<file path="config.mk">
export PLATFORM = sky130hd
export DESIGN_NAME = dual_path_frame_seq
export DESIGN_NICKNAME = d
export VERILOG_FILES = /design/src/rtl/dps_pkg.sv /design/src/rtl/dps_cfg_regs.sv /design/src/rtl/dps_phase_timer.sv /design/src/rtl/dps_path_select.sv /design/src/rtl/dual_path_frame_seq.sv
export SDC_FILE = /design/constraint.sdc
export NUM_CORES = 1
export LEC_CHECK = 0
export BUFFER_PORTS_ARGS = -buffer_cell sky130_fd_sc_hd__buf_2
export CAP_MARGIN = 20
export CORE_ASPECT_RATIO = 1.1
export CORE_MARGIN = 2
export CORE_UTILIZATION = 55
export DETAILED_ROUTE_END_ITERATION = 10
export MAX_ROUTING_LAYER = met4
export PLACE_DENSITY = 0.73
export SYNTH_ARGS = -nofsm -noshare
export SYNTH_HDL_FRONTEND = slang
export SYNTH_SLANG_ARGS = --single-unit
export TNS_END_PERCENT = 30
</file>
<file path="constraint.sdc">
create_clock -name clk -period 11.49 [get_ports clk]
set_input_delay 0.5745 -clock clk [delete_from_list [all_inputs] [get_ports clk]]
set_output_delay 0.5745 -clock clk [all_outputs]
set_load 0.005 [all_outputs]
</file>
<file path="src/rtl/dps_pkg.sv">
package dps_pkg;

  typedef enum logic [2:0] {
    PH_IDLE = 3'd0,
    PH_DET  = 3'd1,
    PH_MAIN = 3'd2,
    PH_OUT  = 3'd3,
    PH_RST  = 3'd4
  } phase_e;

  localparam int unsigned NUM_DUR = 4;
  localparam int unsigned DUR_DET  = 0;
  localparam int unsigned DUR_MAIN = 1;
  localparam int unsigned DUR_OUT  = 2;
  localparam int unsigned DUR_RST  = 3;

  typedef struct packed {
    logic hi;
    logic lo;
    logic fb;
    logic nrst;
  } sw_t;

endpackage

</file>
<file path="src/rtl/dps_cfg_regs.sv">
module dps_cfg_regs #(
  parameter int unsigned CNT_W  = 16,
  parameter int unsigned NUM    = 4,
  parameter int unsigned ADDR_W = 2,
  parameter logic [NUM*CNT_W-1:0] DEFAULTS = '0
) (
  input  logic                 clk,
  input  logic                 rst,
  input  logic                 we,
  input  logic [ADDR_W-1:0]    addr,
  input  logic [CNT_W-1:0]     wdata,
  output logic [NUM*CNT_W-1:0] dur_flat
);

  for (genvar g = 0; g < NUM; g++) begin : g_reg
    logic [CNT_W-1:0] val_q;
    always_ff @(posedge clk) begin
      if (rst) begin
        val_q <= DEFAULTS[g*CNT_W +: CNT_W];
      end else if (we && (addr == ADDR_W'(g))) begin
        val_q <= wdata;
      end
    end
    assign dur_flat[g*CNT_W +: CNT_W] = val_q;
  end

endmodule

</file>
<file path="src/rtl/dps_phase_timer.sv">
module dps_phase_timer #(
  parameter int unsigned CNT_W = 16
) (
  input  logic             clk,
  input  logic             rst,
  input  logic             load,
  input  logic [CNT_W-1:0] count,
  output logic             last
);

  logic [CNT_W-1:0] cnt_q;
  logic [CNT_W-1:0] start_val;

  // a count of zero runs the phase for a single cycle, same as one
  assign start_val = (count == '0) ? '0 : count - CNT_W'(1);

  always_ff @(posedge clk) begin
    if (rst) begin
      cnt_q <= '0;
    end else if (load) begin
      cnt_q <= start_val;
    end else if (cnt_q != '0) begin
      cnt_q <= cnt_q - CNT_W'(1);
    end
  end

  assign last = (cnt_q == '0);

endmodule

</file>
<file path="src/rtl/dps_path_select.sv">
module dps_path_select (
  input  logic clk,
  input  logic rst,
  input  logic clear,
  input  logic det_active,
  input  logic commit,
  input  logic cmp_hit,
  output logic sel_q,
  output logic sel_d
);

  logic hit_q;

  always_ff @(posedge clk) begin
    if (rst || clear) begin
      hit_q <= 1'b0;
    end else if (det_active && cmp_hit) begin
      hit_q <= 1'b1;
    end
  end

  always_comb begin
    sel_d = sel_q;
    if (clear) begin
      sel_d = 1'b0;
    end else if (commit) begin
      sel_d = hit_q | cmp_hit;
    end
  end

  always_ff @(posedge clk) begin
    if (rst) begin
      sel_q <= 1'b0;
    end else begin
      sel_q <= sel_d;
    end
  end

endmodule

</file>
<file path="src/rtl/dual_path_frame_seq.sv">
module dual_path_frame_seq #(
  parameter int unsigned CNT_W    = 16,
  parameter int unsigned DET_DEF  = 4,
  parameter int unsigned MAIN_DEF = 8,
  parameter int unsigned OUT_DEF  = 2,
  parameter int unsigned RST_DEF  = 2
) (
  input  logic             clk,
  input  logic             rst,
  input  logic             cfg_we,
  input  logic [1:0]       cfg_addr,
  input  logic [CNT_W-1:0] cfg_wdata,
  input  logic             frame_go,
  input  logic             cmp_hit,
  output logic             sw_hi,
  output logic             sw_lo,
  output logic             fb_cap_en,
  output logic             sw_rst,
  output logic             path_flag,
  output logic             done
);
  import dps_pkg::*;

  localparam int unsigned ADDR_W = $clog2(NUM_DUR);
  localparam logic [NUM_DUR*CNT_W-1:0] DEFAULTS =
    {CNT_W'(RST_DEF), CNT_W'(OUT_DEF), CNT_W'(MAIN_DEF), CNT_W'(DET_DEF)};

  logic [NUM_DUR*CNT_W-1:0] dur_flat;
  logic [CNT_W-1:0]         dur [NUM_DUR];
  phase_e                   phase_q, phase_d;
  logic                     last, start, adv, load;
  logic [CNT_W-1:0]         load_val;
  logic                     sel_q, sel_d;
  sw_t                      sw_d, sw_q;
  logic                     flag_q, done_q;

  dps_cfg_regs #(
    .CNT_W(CNT_W), .NUM(NUM_DUR), .ADDR_W(ADDR_W), .DEFAULTS(DEFAULTS)
  ) u_cfg (
    .clk(clk), .rst(rst), .we(cfg_we), .addr(cfg_addr),
    .wdata(cfg_wdata), .dur_flat(dur_flat)
  );

  for (genvar g = 0; g < NUM_DUR; g++) begin : g_dur
    assign dur[g] = dur_flat[g*CNT_W +: CNT_W];
  end

  assign start = (phase_q == PH_IDLE) && frame_go;
  assign adv   = (phase_q != PH_IDLE) && last;

  always_comb begin
    phase_d = phase_q;
    unique case (phase_q)
      PH_IDLE: if (frame_go) phase_d = PH_DET;
      PH_DET:  if (last)     phase_d = PH_MAIN;
      PH_MAIN: if (last)     phase_d = PH_OUT;
      PH_OUT:  if (last)     phase_d = PH_RST;
      PH_RST:  if (last)     phase_d = PH_IDLE;
      default:               phase_d = PH_IDLE;
    endcase
  end

  always_comb begin
    unique case (phase_d)
      PH_MAIN: load_val = dur[DUR_MAIN];
      PH_OUT:  load_val = dur[DUR_OUT];
      PH_RST:  load_val = dur[DUR_RST];
      default: load_val = dur[DUR_DET];
    endcase
  end

  assign load = start || (adv && (phase_d != PH_IDLE));

  always_ff @(posedge clk) begin
    if (rst) phase_q <= PH_IDLE;
    else     phase_q <= phase_d;
  end

  dps_phase_timer #(.CNT_W(CNT_W)) u_timer (
    .clk(clk), .rst(rst), .load(load), .count(load_val), .last(last)
  );

  dps_path_select u_sel (
    .clk(clk), .rst(rst), .clear(start),
    .det_active(phase_q == PH_DET),
    .commit((phase_q == PH_DET) && last),
    .cmp_hit(cmp_hit), .sel_q(sel_q), .sel_d(sel_d)
  );

  function automatic sw_t decode(phase_e p, logic s);
    sw_t o;
    o = '0;
    unique case (p)
      PH_DET:        o.lo = 1'b1;
      PH_MAIN,
      PH_OUT: begin
        o.hi = s;
        o.lo = !s;
        o.fb = !s;
      end
      PH_RST:        o.nrst = 1'b1;
      default:       o = '0;
    endcase
    return o;
  endfunction

  assign sw_d = decode(phase_d, sel_d);

  always_ff @(posedge clk) begin
    if (rst) begin
      sw_q   <= '0;
      flag_q <= 1'b0;
      done_q <= 1'b0;
    end else begin
      sw_q   <= sw_d;
      done_q <= (phase_q == PH_OUT) && last;
      if (start) begin
        flag_q <= 1'b0;
      end else if ((phase_q == PH_MAIN) && (phase_d == PH_OUT)) begin
        flag_q <= sel_q;
      end
    end
  end

  assign sw_hi     = sw_q.hi;
  assign sw_lo     = sw_q.lo;
  assign fb_cap_en = sw_q.fb;
  assign sw_rst    = sw_q.nrst;
  assign path_flag = flag_q;
  assign done      = done_q;

endmodule

</file>
==> summary.txt <==
Final layout
  • Final nets: between 600 and 700
  • Share of cells above drive strength 1: 11.62%
  • Ant diodes: 0
  • Fillcell total: around 760
  • Final Non-Filler Cells: around 720
  • Area Overhead vs Synth: 8.462%

Place
  • # port buffers: 28
  • HPWL after DPL: 8806 um
  • Placed Cells: 705
  • GP Congestion: 0.8849

Drt
  • Drt total wl: around 13000 um
  • Vias/cell: 6.073
  • TritonRoute pass-1 iters: 5
  • Vias: 4385
  • Wire per inst: 17.46 um
  • ANT nets after route: 0
  • Remaining DRCs: 0
  • Drt initial violations: 358

STA
  • Fin crit share: a little over two fifths
  • Worst-margin pin slew: between 1000 and 1500 ps
  • Relative slew slack: 23.67%
  • Final worst path period need: 4887 ps
  • Pins Over Slew Limit: 0
  • Final Setup Violations: 0
  • Fmax: 204.6 MHz
  • Setup TNS: 0 ps
  • Worst clock skew: 10.81 ps
  • RSZ-0062 raised after global routing: false
  • Final Hold Fails: 0

Synthesis
  • Post-synth EDFFs: 0
  • Mapped Cells: 598
  • Synth Flop Type: dfxtp_1
  • Synth async-reset ratio: 0%
  • #FFs+latches synth: 91
  • Unique masters post-synth: 65
  • Seq/Total Area, Yosys: 39.49%
  • Synth Cell Area: roughly 4600 um^2
  • Mean post-synth cell area: 7.714 um^2
  • Synth warn: 0
  • Synth Net Count: between 600 and 700

CTS
  • TritonCTS clock tree: yes
  • Postcts setup bufs: 0
  • Max H-tree Level: 3
  • Clock Latency Late Sink: 370 ps
  • Hold buffers post-CTS: 0
  • Clk sinks: roughly 90
  • Clock-pin slew on the worst setup and hold paths: 90 ps
  • Root buffer cell: clkbuf_8
  • Clock Path Buffers: 2
  • CTS Buf Count: 9
  • Post_cts resized: 0

Power and ir drop
  • Pwr Density: 212.6 nW/um^2
  • Peak VDD IR: 0.00007696 V
  • Pleak: ~1.8 nW

Floorplan
  • Die height: 100.1 um
  • Die footprint: roughly 9100 um^2
  • Cell row count: 35
  • Core region area: 8277 um^2
  • Die W: 91.32 um
  • Initial Util: 55.74%
  • Ports: 29

Setup path
  • Worst Setup End Kind: flip-flop
  • Arrival time at the worst endpoint: 5100 ps
  • CP required: 11700 ps
  • CP max FO: 21
  • Kind of critical path: reg2reg
  • CP Launch Type: flip-flop
  • Reg2Reg Depth: 11

Worst hold path
  • Hold crit path type: in2reg
  • Hold Path Stages: 3

Job
  • Max-Cap Viols: 0

Global routing
  • Vias in the first global route: 4075
  • First-pass GRT wire length: ~20000 um
  • Global-route usage over all layers: 28.73%
  • Largest net degree at the start of global routing: 75
  • Antenna violations before repair: 0
  • Congestion Overflow GR: 0

Outcome
  • Status: completed
-- final cells by class --
type / count / area, um^2 / area share, %
Inverter: 10 / 37.54 / 0.7502
Timing Repair Buffer: 36 / 203.9 / 4.076
Clock buffer: 9 / 123.9 / 2.476
Clock inverter: 7 / 73.82 / 1.475
Tap cell: 111 / 138.9 / 2.776
Sequential cell: 91 / 1822 / 36.41
Multi-Input combinational cell: 458 / 2604 / 52.04
-- synthesized netlist by cell type, types with 6 or more instances --
library cell / instances / area (um^2)
o22ai_1: 14 / 87.58
xnor2_1: 18 / 157.7
dfxtp_1: 91 / 1822
nor2_1: 19 / 71.32
inv_1: 9 / 33.78
a21oi_1: 73 / 365.4
clkbuf_1: 30 / 112.6
xor2_1: 9 / 78.83
nand4_1: 10 / 62.56
nor4_1: 7 / 43.79
nand3_1: 27 / 135.1
buf_2: 6 / 30.03
o21ai_0: 13 / 65.06
mux2i_1: 6 / 60.06
nor3_1: 8 / 40.04
nand2_1: 156 / 585.6
-- through the flow --
stage	total power [mW]	setup slack, ps	utilization, %	hold WS [ps]	cell area, um^2
after CTS	1.058	6616	60.32	450.7	4992
after detailed placement	0.8385	6651	57.93	446.0	4795
after floorplan	0.7445	7739	-	431.6	4613
after global placement	0.8266	6743	57.93	442.5	4795
after global routing	1.123	6233	60.45	468.9	5004
final	1.064	6603	60.45	454.6	5004
-- where the power goes --
group	switching [mW]	internal, mW	total (mW)
Sequential	0.0376	0.352	0.390
Clock	0.119	0.102	0.220
Combinational	0.280	0.174	0.454
-- flip-flops by register name (all words and copies together) (netlist names) --
register and count:
sw_lo 1, u_sel.hit_q 1, sw_rst 1, path_flag 1
u_cfg.g.val_q 64, fb_cap_en 1, u_timer.cnt_q 16, phase_q 3
sw_hi 1, u_sel.sel_q 1, done 1
-- metal layers --
layer	GRT usage, %	wire, um	up-vias
li1	-	-	2120
met1	35.38	5346	2087
met2	49.00	6219	157
met3	3.228	804	21
met4	10.61	238	0
met5	-	0	-
-- cells in the final DEF, fill, tap and decap left out, drive strengths merged, types with 4 or more instances in the layout --
cell / count
nand2: 156
a21oi: 73
xor2: 9
o22ai: 14
nor4b: 4
nor3: 8
xnor2: 18
clkinv: 4
buf: 36
or3: 5
and3: 5
nor4: 8
nor2b: 5
mux2i: 6
and2: 5
nand3b: 4
a211oi: 5
or2: 4
inv: 11
nor2: 19
nand3: 27
a32o: 5
clkbuf: 9
nand4: 10
dfxtp: 91
o21ai: 14
-- worst max-delay path, cell delays in order, from the launching register on --
cell and delay (ps):
dfxtp_1 310, inv_1 80, ha_1 210, nor4b_1 350, and4_1 810, mux2_2 540, a211o_1 380, nor4b_1 520
and3_1 420, nand3_1 130, o31ai_2 770, o22ai_1 200
-- kinds of logic after synthesis --
group / Yosys count / synth area share [%]
buffers and inverters: 49 / 4.312
adders and majority gates: 3 / 0.8138
xor gates and xnor gates: 27 / 5.126
AOI/OAI and AO/OA: 145 / 19.80
and+or+nand+nor: 276 / 28.91
DFF: 91 / 39.49
muxes: 7 / 1.546
-- final timing paths --
check	startpoint	endpoint	slack, ps
worst min-delay path	cmp_hit	u_sel.hit_q	450
worst min register to register	u_cfg.g_reg[1].val_q[14]	u_cfg.g_reg[1].val_q[14]	460
worst max-delay path	u_timer.cnt_q[0]	u_timer.cnt_q[5]	6600
worst max register to register	u_timer.cnt_q[0]	u_timer.cnt_q[5]	6600
(Power assumes the default switching activity.)
